### src/rtl/seq4_pkg.sv
package seq4_pkg;

    localparam int ILEN    = 32;
    localparam int REG_AW  = 5;
    localparam int IMM_W   = 12;
    localparam logic [6:0] OPC_IMM = 7'b0010011;
    localparam logic [6:0] OPC_REG = 7'b0110011;
    localparam logic [6:0] F7_BASE = 7'b0000000;
    localparam logic [6:0] F7_ALT  = 7'b0100000;

    typedef enum logic [1:0] {
        PH_SRC1 = 2'd0,
        PH_SRC2 = 2'd1,
        PH_EXEC = 2'd2,
        PH_WRBK = 2'd3
    } phase_t;

    typedef enum logic [3:0] {
        ALU_ADD, ALU_SUB, ALU_SLL, ALU_SLT, ALU_SLTU,
        ALU_XOR, ALU_SRL, ALU_SRA, ALU_OR,  ALU_AND
    } alu_op_t;

    typedef struct packed {
        logic              legal;
        logic              use_imm;
        alu_op_t           op;
        logic [REG_AW-1:0] rs1;
        logic [REG_AW-1:0] rs2;
        logic [REG_AW-1:0] rd;
        logic [IMM_W-1:0]  imm;
    } dec_t;

    function automatic alu_op_t base_op(input logic [2:0] f3);
        case (f3)
            3'b000:  return ALU_ADD;
            3'b001:  return ALU_SLL;
            3'b010:  return ALU_SLT;
            3'b011:  return ALU_SLTU;
            3'b100:  return ALU_XOR;
            3'b101:  return ALU_SRL;
            3'b110:  return ALU_OR;
            default: return ALU_AND;
        endcase
    endfunction

    function automatic dec_t decode_word(input logic [ILEN-1:0] w);
        dec_t       d;
        logic [2:0] f3;
        logic [6:0] f7;
        logic       alt_ok;
        f3        = w[14:12];
        f7        = w[31:25];
        alt_ok    = (f7 == F7_BASE) || (f7 == F7_ALT);
        d.rs1     = w[19:15];
        d.rs2     = w[24:20];
        d.rd      = w[11:7];
        d.imm     = w[31:20];
        d.use_imm = (w[6:0] == OPC_IMM);
        d.op      = base_op(f3);
        d.legal   = 1'b0;
        if (w[6:0] == OPC_REG) begin
            case (f3)
                3'b000: begin
                    d.op    = f7[5] ? ALU_SUB : ALU_ADD;
                    d.legal = alt_ok;
                end
                3'b101: begin
                    d.op    = f7[5] ? ALU_SRA : ALU_SRL;
                    d.legal = alt_ok;
                end
                default: d.legal = (f7 == F7_BASE);
            endcase
        end else if (w[6:0] == OPC_IMM) begin
            case (f3)
                3'b001:  d.legal = (f7 == F7_BASE);
                3'b101: begin
                    d.op    = f7[5] ? ALU_SRA : ALU_SRL;
                    d.legal = alt_ok;
                end
                default: d.legal = 1'b1;
            endcase
        end
        return d;
    endfunction

endpackage

### src/rtl/seq4_phase.sv
module seq4_phase
    import seq4_pkg::*;
(
    input  logic   clk,
    input  logic   rst,
    input  logic   start,
    output phase_t phase
);

    always_ff @(posedge clk) begin
        if (rst) begin
            phase <= PH_SRC1;
        end else begin
            case (phase)
                PH_SRC1: if (start) phase <= PH_SRC2;
                PH_SRC2: phase <= PH_EXEC;
                PH_EXEC: phase <= PH_WRBK;
                default: phase <= PH_SRC1;
            endcase
        end
    end

    AST_START_ADVANCES: assert property (@(posedge clk) disable iff (rst)
        (phase == PH_SRC1 && start) |=> (phase == PH_SRC2)) else $error("start");
    AST_SRC2_TO_EXEC: assert property (@(posedge clk) disable iff (rst)
        (phase == PH_SRC2) |=> (phase == PH_EXEC)) else $error("src2");
    AST_EXEC_TO_WRBK: assert property (@(posedge clk) disable iff (rst)
        (phase == PH_EXEC) |=> (phase == PH_WRBK)) else $error("exec");
    AST_WRBK_TO_SRC1: assert property (@(posedge clk) disable iff (rst)
        (phase == PH_WRBK) |=> (phase == PH_SRC1)) else $error("wrbk");
    AST_IDLE_HOLD: assert property (@(posedge clk) disable iff (rst)
        (phase == PH_SRC1 && !start) |=> (phase == PH_SRC1)) else $error("idle");

endmodule

### src/rtl/seq4_decode.sv
module seq4_decode
    import seq4_pkg::*;
(
    input  logic [ILEN-1:0] word,
    output dec_t            dec
);

    always_comb dec = decode_word(word);

endmodule

### src/rtl/seq4_alu.sv
module seq4_alu
    import seq4_pkg::*;
#(
    parameter int XLEN = 32
) (
    input  alu_op_t         op,
    input  logic [XLEN-1:0] a,
    input  logic [XLEN-1:0] b,
    output logic [XLEN-1:0] y
);

    localparam int SHW = $clog2(XLEN);

    logic [SHW-1:0] shamt;
    assign shamt = b[SHW-1:0];

    always_comb begin
        case (op)
            ALU_ADD:  y = a + b;
            ALU_SUB:  y = a - b;
            ALU_SLL:  y = a << shamt;
            ALU_SLT:  y = {{(XLEN-1){1'b0}}, ($signed(a) < $signed(b))};
            ALU_SLTU: y = {{(XLEN-1){1'b0}}, (a < b)};
            ALU_XOR:  y = a ^ b;
            ALU_SRL:  y = a >> shamt;
            ALU_SRA:  y = $unsigned($signed(a) >>> shamt);
            ALU_OR:   y = a | b;
            default:  y = a & b;
        endcase
    end

endmodule

### src/rtl/exec_seq4.sv
module exec_seq4
    import seq4_pkg::*;
#(
    parameter int XLEN = 32
) (
    input  logic            clk,
    input  logic            rst,
    input  logic            instr_valid,
    input  logic [31:0]     instr_word,
    output logic            instr_take,
    output logic [4:0]      rf_addr,
    output logic            rf_re,
    output logic            rf_we,
    output logic [XLEN-1:0] rf_wdata,
    input  logic [XLEN-1:0] rf_rdata,
    output logic            trap,
    output logic [31:0]     trap_word,
    output logic            retire
);

    phase_t            phase;
    dec_t              dec;
    logic [ILEN-1:0]   ir;
    logic [XLEN-1:0]   opa, opb, res, alu_y;
    logic [XLEN-1:0]   src1_val, src2_val, imm_ext;
    logic [REG_AW-1:0] fetch_rs1;

    seq4_phase u_phase (
        .clk   (clk),
        .rst   (rst),
        .start (instr_valid),
        .phase (phase)
    );

    seq4_decode u_dec (
        .word (ir),
        .dec  (dec)
    );

    seq4_alu #(.XLEN(XLEN)) u_alu (
        .op (dec.op),
        .a  (opa),
        .b  (opb),
        .y  (alu_y)
    );

    assign instr_take = (phase == PH_SRC1) && instr_valid;
    assign fetch_rs1  = instr_word[19:15];
    assign imm_ext    = {{(XLEN-IMM_W){dec.imm[IMM_W-1]}}, dec.imm};
    assign src1_val   = (fetch_rs1 == '0) ? '0 : rf_rdata;
    assign src2_val   = dec.use_imm ? imm_ext
                      : ((dec.rs2 == '0) ? '0 : rf_rdata);

    always_ff @(posedge clk) begin
        if (rst) begin
            ir  <= '0;
            opa <= '0;
            opb <= '0;
            res <= '0;
        end else begin
            if (instr_take) begin
                ir  <= instr_word;
                opa <= src1_val;
            end
            if (phase == PH_SRC2) opb <= src2_val;
            if (phase == PH_EXEC) res <= alu_y;
        end
    end

    always_comb begin
        rf_addr = '0;
        rf_re   = 1'b0;
        rf_we   = 1'b0;
        case (phase)
            PH_SRC1: begin
                rf_addr = fetch_rs1;
                rf_re   = instr_valid;
            end
            PH_SRC2: begin
                rf_addr = dec.rs2;
                rf_re   = !dec.use_imm;
            end
            PH_WRBK: begin
                rf_addr = dec.rd;
                rf_we   = dec.legal && (dec.rd != '0);
            end
            default: ;
        endcase
    end

    assign rf_wdata  = res;
    assign trap      = (phase == PH_WRBK) && !dec.legal;
    assign retire    = (phase == PH_WRBK) && dec.legal;
    assign trap_word = ir;

    AST_PORT_EXCLUSIVE: assert property (@(posedge clk) disable iff (rst)
        !(rf_re && rf_we)) else $error("port");
    AST_NO_X0_WRITE: assert property (@(posedge clk) disable iff (rst)
        rf_we |-> (rf_addr != '0)) else $error("x0");
    AST_TRAP_BLOCKS_WRITE: assert property (@(posedge clk) disable iff (rst)
        trap |-> (!rf_we && !retire)) else $error("trap");
    AST_TAKE_SPACING: assert property (@(posedge clk) disable iff (rst)
        instr_take |=> !instr_take) else $error("take");
    AST_RETIRE_AFTER_EXEC: assert property (@(posedge clk) disable iff (rst)
        retire |=> !retire) else $error("retire");

endmodule

### config.mk
export PLATFORM = sky130hd
export DESIGN_NAME = exec_seq4
export DESIGN_NICKNAME = d
export VERILOG_FILES = /design/src/rtl/seq4_pkg.sv /design/src/rtl/seq4_phase.sv /design/src/rtl/seq4_decode.sv /design/src/rtl/seq4_alu.sv /design/src/rtl/exec_seq4.sv
export SDC_FILE = /design/constraint.sdc
export NUM_CORES = 1
export LEC_CHECK = 0
export ABC_CLOCK_PERIOD_IN_PS = 5700
export BUFFER_PORTS_ARGS = -buffer_cell sky130_fd_sc_hd__buf_2
export CAP_MARGIN = 20
export CELL_PAD_IN_SITES_DETAIL_PLACEMENT = 1
export CELL_PAD_IN_SITES_GLOBAL_PLACEMENT = 2
export CORE_MARGIN = 3
export CORE_UTILIZATION = 38
export CTS_BUF_LIST = sky130_fd_sc_hd__clkbuf_2 sky130_fd_sc_hd__clkbuf_4 sky130_fd_sc_hd__clkbuf_8
export DETAILED_ROUTE_END_ITERATION = 8
export MAX_ROUTING_LAYER = met4
export PLACE_DENSITY = 0.95
export SLEW_MARGIN = 0
export SYNTH_ARGS = -nofsm -noshare
export SYNTH_HDL_FRONTEND = slang
export SYNTH_SLANG_ARGS = --single-unit
### constraint.sdc
create_clock -name clk -period 5.7 [get_ports clk]
set_input_delay 0.855 -clock clk [delete_from_list [all_inputs] [get_ports clk]]
set_output_delay 0.855 -clock clk [all_outputs]
set_load 0.02 [all_outputs]
After elaboration in Yosys (flattened, before gate mapping)
Index checks and enable logic that the tools add are counted.
{"block": "classes", "mux": 20, "addsub": 2, "reduce_logical": 15, "shifts": 3, "n_eq_ne": 21, "bitwise": 3, "magnitude_cmp": 2}
{"operator": "32-bit one-hot mux with 9 select lines", "count": 1}
{"operator": "32-bit two-way mux", "count": 3}
{"operator": "32-bit < comparator", "count": 2}
{"operator": "32-bit adder", "count": 1}
{"operator": "32-bit AND", "count": 1}
{"operator": "32-bit bitwise OR", "count": 1}
{"operator": "32-bit by 5-bit left shift with 32-bit output", "count": 1}
{"operator": "32-bit by 5-bit right shift with 32-bit output", "count": 1}
{"operator": "32-bit by 5-bit >>> shifter with 32-bit output", "count": 1}
{"operator": "32-bit subtractor", "count": 1}
{"operator": "32-bit bitwise XOR", "count": 1}
{"operator": "4-bit one-hot mux with 7 select lines", "count": 1}
{"operator": "4-bit by 3-bit equality test with 1-bit output (second input constant)", "count": 4}
{"operator": "5-bit one-hot mux with 3 select lines", "count": 1}
{"operator": "7-bit by 6-bit equality test with 1-bit output (second input constant)", "count": 2}
{"operator": "4-bit two-way mux", "count": 3}
{"operator": "5-bit zero test", "count": 2}
{"operator": "3-bit equality test (second input constant)", "count": 3}
{"operator": "4-bit by 2-bit equality test with 1-bit output (second input constant)", "count": 2}
{"operator": "4-bit one-hot mux with 2 select lines", "count": 1}
{"operator": "7-bit by 5-bit equality test with 1-bit output (second input constant)", "count": 1}
{"operator": "7-bit zero test", "count": 1}
{"operator": "3-bit by 2-bit equality test with 1-bit output (second input constant)", "count": 2}
{"operator": "1-bit two-way mux", "count": 6}
{"operator": "other kinds (17)", "count": 23}
{"block": "totals", "out_inout_bits": 74, "reg_bits": 130, "elab_cells": 71, "input_bits": 67}

Depth between registers and ports, before layout
{"block": "depth", "word_depth": 7, "mapped_depth": 15, "ltp_nobuf": 13}

Hierarchy
A second synthesis with hierarchy kept.
{"block": "hier_totals", "cells_unflattened": 2012, "hier_area_um2": 14157.3}
{"module": "seq4_alu", "area_each_um2": 8320.5, "instances": 1, "cells_per_inst": 1301, "seq_area_each_um2": 0.0}
{"module": "exec_seq4", "area_each_um2": 5348.9, "instances": 1, "cells_per_inst": 647, "seq_area_each_um2": 2562.5}
{"module": "seq4_decode", "area_each_um2": 370.4, "instances": 1, "cells_per_inst": 51, "seq_area_each_um2": 0.0}
{"module": "seq4_phase", "area_each_um2": 117.6, "instances": 1, "cells_per_inst": 13, "seq_area_each_um2": 40.0}

Worst setup path before layout
No wires, ideal clock.
{"block": "synth_timing", "path_type": "register to register", "from": "register opb[2]", "to": "register res[25] (netlist: rf_wdata[25])", "stages_incl_launch_ff": 15, "setup_slack_ns": 2.070, "required_time_ns": 5.567, "synth_period_minus_slack_ns": 3.630, "path_buffers": 4, "arrival_ns": 3.497, "setup_ns": 0.133, "cell_sequence": "dfxtp_1 buf_2 inv_2 buf_1 clkbuf_1 ha_1 buf_2 or4_1 a21boi_1 o21ai_1 and2_1 or4_1 nand3_1 xnor2_1 o211ai_1"}
{"block": "synth_between", "elab_chain_len": 2, "word_cells_on_any_way": 6}
{"element": "start: declaration", "line": "exec_seq4.sv:24", "rtl": "logic [XLEN-1:0] opa, opb, res, alu_y;"}
{"element": "start signal: assignment", "line": "exec_seq4.sv:65", "rtl": "if (phase == PH_SRC2) opb <= src2_val;"}
{"element": "32-bit subtractor, or another cell as far along", "line": "seq4_alu.sv:20", "rtl": "ALU_SUB: y = a - b;"}
{"element": "32-bit one-hot mux with 9 select lines *", "line": "seq4_alu.sv:18", "rtl": "case (op)"}
{"element": "end signal: assignment", "line": "exec_seq4.sv:66", "rtl": "if (phase == PH_EXEC) res <= alu_y;"}
{"element": "end: declaration", "line": "exec_seq4.sv:24"}
Every way passes the cells marked *; elsewhere a longest branch is shown, timed or not.
A chain may end at the register's enable or synchronous reset.

Final worst setup path
{"block": "layout_timing", "from": "register opb[3]", "to": "register res[31] (netlist: rf_wdata[31])"}
Same word-level chain as after synthesis.

==> results by group <==
STA
  • Max Slew Vio Count: 0
  • TNS Setup: 0 ns
  • Final setup violation count: 0
  • Least-Margin Pin Slew: 1.07 ns
  • Max_slew headroom: 0.270
  • Worst Clk Skew: 0.0280 ns
  • Hold Violations, Final: 0
  • Worst setup margin: 1.10 ns
  • Tcrit/Tclk final: 0.807
  • Fin crit period: 4.60 ns
  • RSZ-0062 raised after global routing: false
  • Max Fclk: 217 MHz

Power
  • Pleak: 6.08 nW
  • Pwr Total: 8.44 mW
  • Worst ir drop on vdd: 0.339 mV
  • Pwr dens: 549 nW/um^2

Worst setup path
  • CP arrival: 5.03 ns
  • Critical R2R Capture: rf_wdata[31]
  • Cell mode on critical path: a2111oi_0
  • FF-to-FF path depth: 11
  • Critical-path cell with the highest stage delay: a2111oi_0
  • Critical path's largest stage delay: 0.94 ns
  • CP endpoint kind: register
  • R2r startpoint: opb[3]
  • Worst path required time: 6.14 ns
  • Crit-path cells: clkinv_1 > buf_4 > ha_1 > nand2_1 > o31ai_1 > a211o_1 > a211oi_1 > a2111oi_0 > o21ai_1 > a2111oi_0 > nand4bb_1
  • CP Max Fanout: 35
  • Reg2reg setup slack: 1.10 ns
  • CP startpoint kind: register
  • Setup CP Type: reg2reg

Yosys
  • Async SR Flop Fraction: 0
  • Top-count cell post-synth: nor2_1
  • Ys flop type: dfxtp_1
  • Top cell type's share of synthesized area: 0.186
  • Register area share after synthesis: 0.186
  • Post-synthesis net count: 2146
  • Seq cells post-synth: 130
  • Synth Cell Area: 14000 sq um
  • Post-Syn Instances: 1976
  • Mean post-synth cell area: 7.08 sq um
  • Area leader, netlist: dfxtp_1
  • Count of cell types in the netlist: 80
  • Top post-synthesis cells by count: nor2_1, nand2_1, a21oi_1
  • Post-synth EDFFs: 0
  • Synth area leaders: dfxtp_1, ha_1, a21oi_1
  • Synth Warn #: 0

Placement
  • Pre-CTS setup slack: 1.33 ns
  • # placed instances: 2459
  • I/O Buffers: 140
  • DP HPWL: 55.2 mm
  • Placer Congestion: 1.02

CTS
  • Number of setup buffers added after CTS: 0
  • Clock sinks: 130
  • Max Root-Sink Buffers: 2
  • # H-tree levels: 4
  • TritonCTS clock tree: done
  • Clk_lat worst skew: 0.50 ns
  • PostCTS Resize Cnt: 0
  • Root Driver: clkbuf_8
  • Post-CTS Hold Fix Bufs: 0
  • Clk slew on worst S/H paths: 0.11 ns
  • TritonCTS buffer count: 17

Floorplan
  • Top Ports: 141
  • Core area: 35900 sq um
  • Die span in y: 198 um
  • Die area: 39200 sq um
  • Die Width: 198 um
  • Rows: 69
  • Initial Utilization: 0.390

Detailed routing
  • Residual DRC count: 0
  • DR vias/cell: 6.63
  • Final wirelength: 72.7 mm
  • Pre-antenna DRT Iters: 6
  • Post-route ant nets: 0
  • Average wire per standard cell: 29.2 um
  • Starting DRT DRC Count: 2024
  • Vias: 16500

GRT
  • First-pass GRT wire length: 108 mm
  • Pin count of the biggest net entering global routing: 99
  • Vias in the first global route: 16400
  • Grt ovf: 0
  • Initial antenna violation count: 1
  • Overall Global Routing Usage: 0.376

Hold path
  • Class of the worst hold path: reg2reg
  • Worst hold endpoint: rf_wdata[6]
  • Hold Path Cell Cnt: 2
  • Worst hold start: rf_wdata[6]

Run status
  • Status: completed

Cells and area
  • Final nets: 2187
  • Layout cells sized above 1: 0.152
  • Finished Layout Cells: 2492
  • P&R area growth vs syn: 9.98%

Flow run
  • Max-cap viol count: 0
[critical path: cells and delay by family (launching register included)]
kind,cells,cell delay [ns]
compound gates,6,2.84
flops,1,0.52
fa+ha+maj,1,0.47
buf+inv,2,0.38
simple gates,2,0.32
[placed cells by master (no fill, tap or decap), types with 12 or more instances in the layout]
master	count
nor2_1	249
nand2_1	227
a21oi_1	219
buf_2	139
dfxtp_1	126
o21ai_0	104
ha_1	99
inv_1	97
nor3_1	59
mux2i_1	54
buf_4	52
nand3_1	50
mux4_2	41
a211oi_1	34
a22oi_1	34
a31oi_1	29
a21o_1	25
o211ai_1	24
a311oi_1	21
xnor2_1	20
o21ai_1	19
clkbuf_8	17
o221ai_1	16
nor4_1	15
a2111oi_0	15
and2_1	14
mux2_2	13
o21bai_1	12
a221oi_1	12
[metal layers]
layer / track usage / wire length, um / vias up / share of wire
met3: 0.0813 / 6760 / 164 / 0.093
met1: 0.505 / 31400 / 8162 / 0.43
met2: 0.560 / 31700 / 922 / 0.44
met5: - / 0 / - / 0
li1: - / - / 7271 / -
met4: 0.133 / 2830 / 0 / 0.039
[where the power goes]
group          leakage, nW  switching, mW  internal (mW)
sequential            1.07          0.469           1.15
clock                0.175          0.510          0.319
combinational         4.84           4.04           1.95
total                 6.08           5.02           3.42
[flip-flops by register name (all words and copies together) (netlist names)]
| name | flops |
|---|---|
| rf_wdata | 32 |
| u_phase.phase | 2 |
| trap_word | 32 |
| opb | 32 |
| opa | 32 |
[cell families after synthesis]
logic type | Yosys count | synth area share
flip-flops | 130 | 0.186
multiplexers | 108 | 0.115
AND/OR/NAND/NOR | 675 | 0.209
buffers and inverters | 274 | 0.0769
AO/OA/AOI/OAI | 659 | 0.303
XOR/XNOR | 27 | 0.0169
adder cells (fa/ha/maj) | 103 | 0.0932
[how the worst max path moves through the flow]
stage	start	endpoint
after CTS	opb[3]	rf_wdata[31]
after floorplan	opb[2]	rf_wdata[25]
final	opb[3]	rf_wdata[31]
after global placement	opb[3]	rf_wdata[31]
after global routing	opb[3]	rf_wdata[31]
after detailed placement	opb[3]	rf_wdata[31]
[cell type report]
cell class              count  area, sq um
diodes                      1         2.50
clock buffers              17          234
clock inverters            15          143
fillers                  4605        20500
inverters                 105          394
multi-input cells        1572        10300
flip-flops and latches    130         2610
well taps                 461          577
repair buffers            191         1090
[metrics by stage]
step | hold WS, ns | util | instance area [sq um]
2_1_floorplan | 0.469 | - | 14000
3_3_place_gp | 0.427 | 0.418 | 15000
3_5_place_dp | 0.434 | 0.418 | 15000
4_1_cts | 0.451 | 0.429 | 15400
5_1_grt | 0.469 | 0.429 | 15400
6_report | 0.443 | 0.429 | 15400
Note: power is estimated with default switching activity, not from simulation.
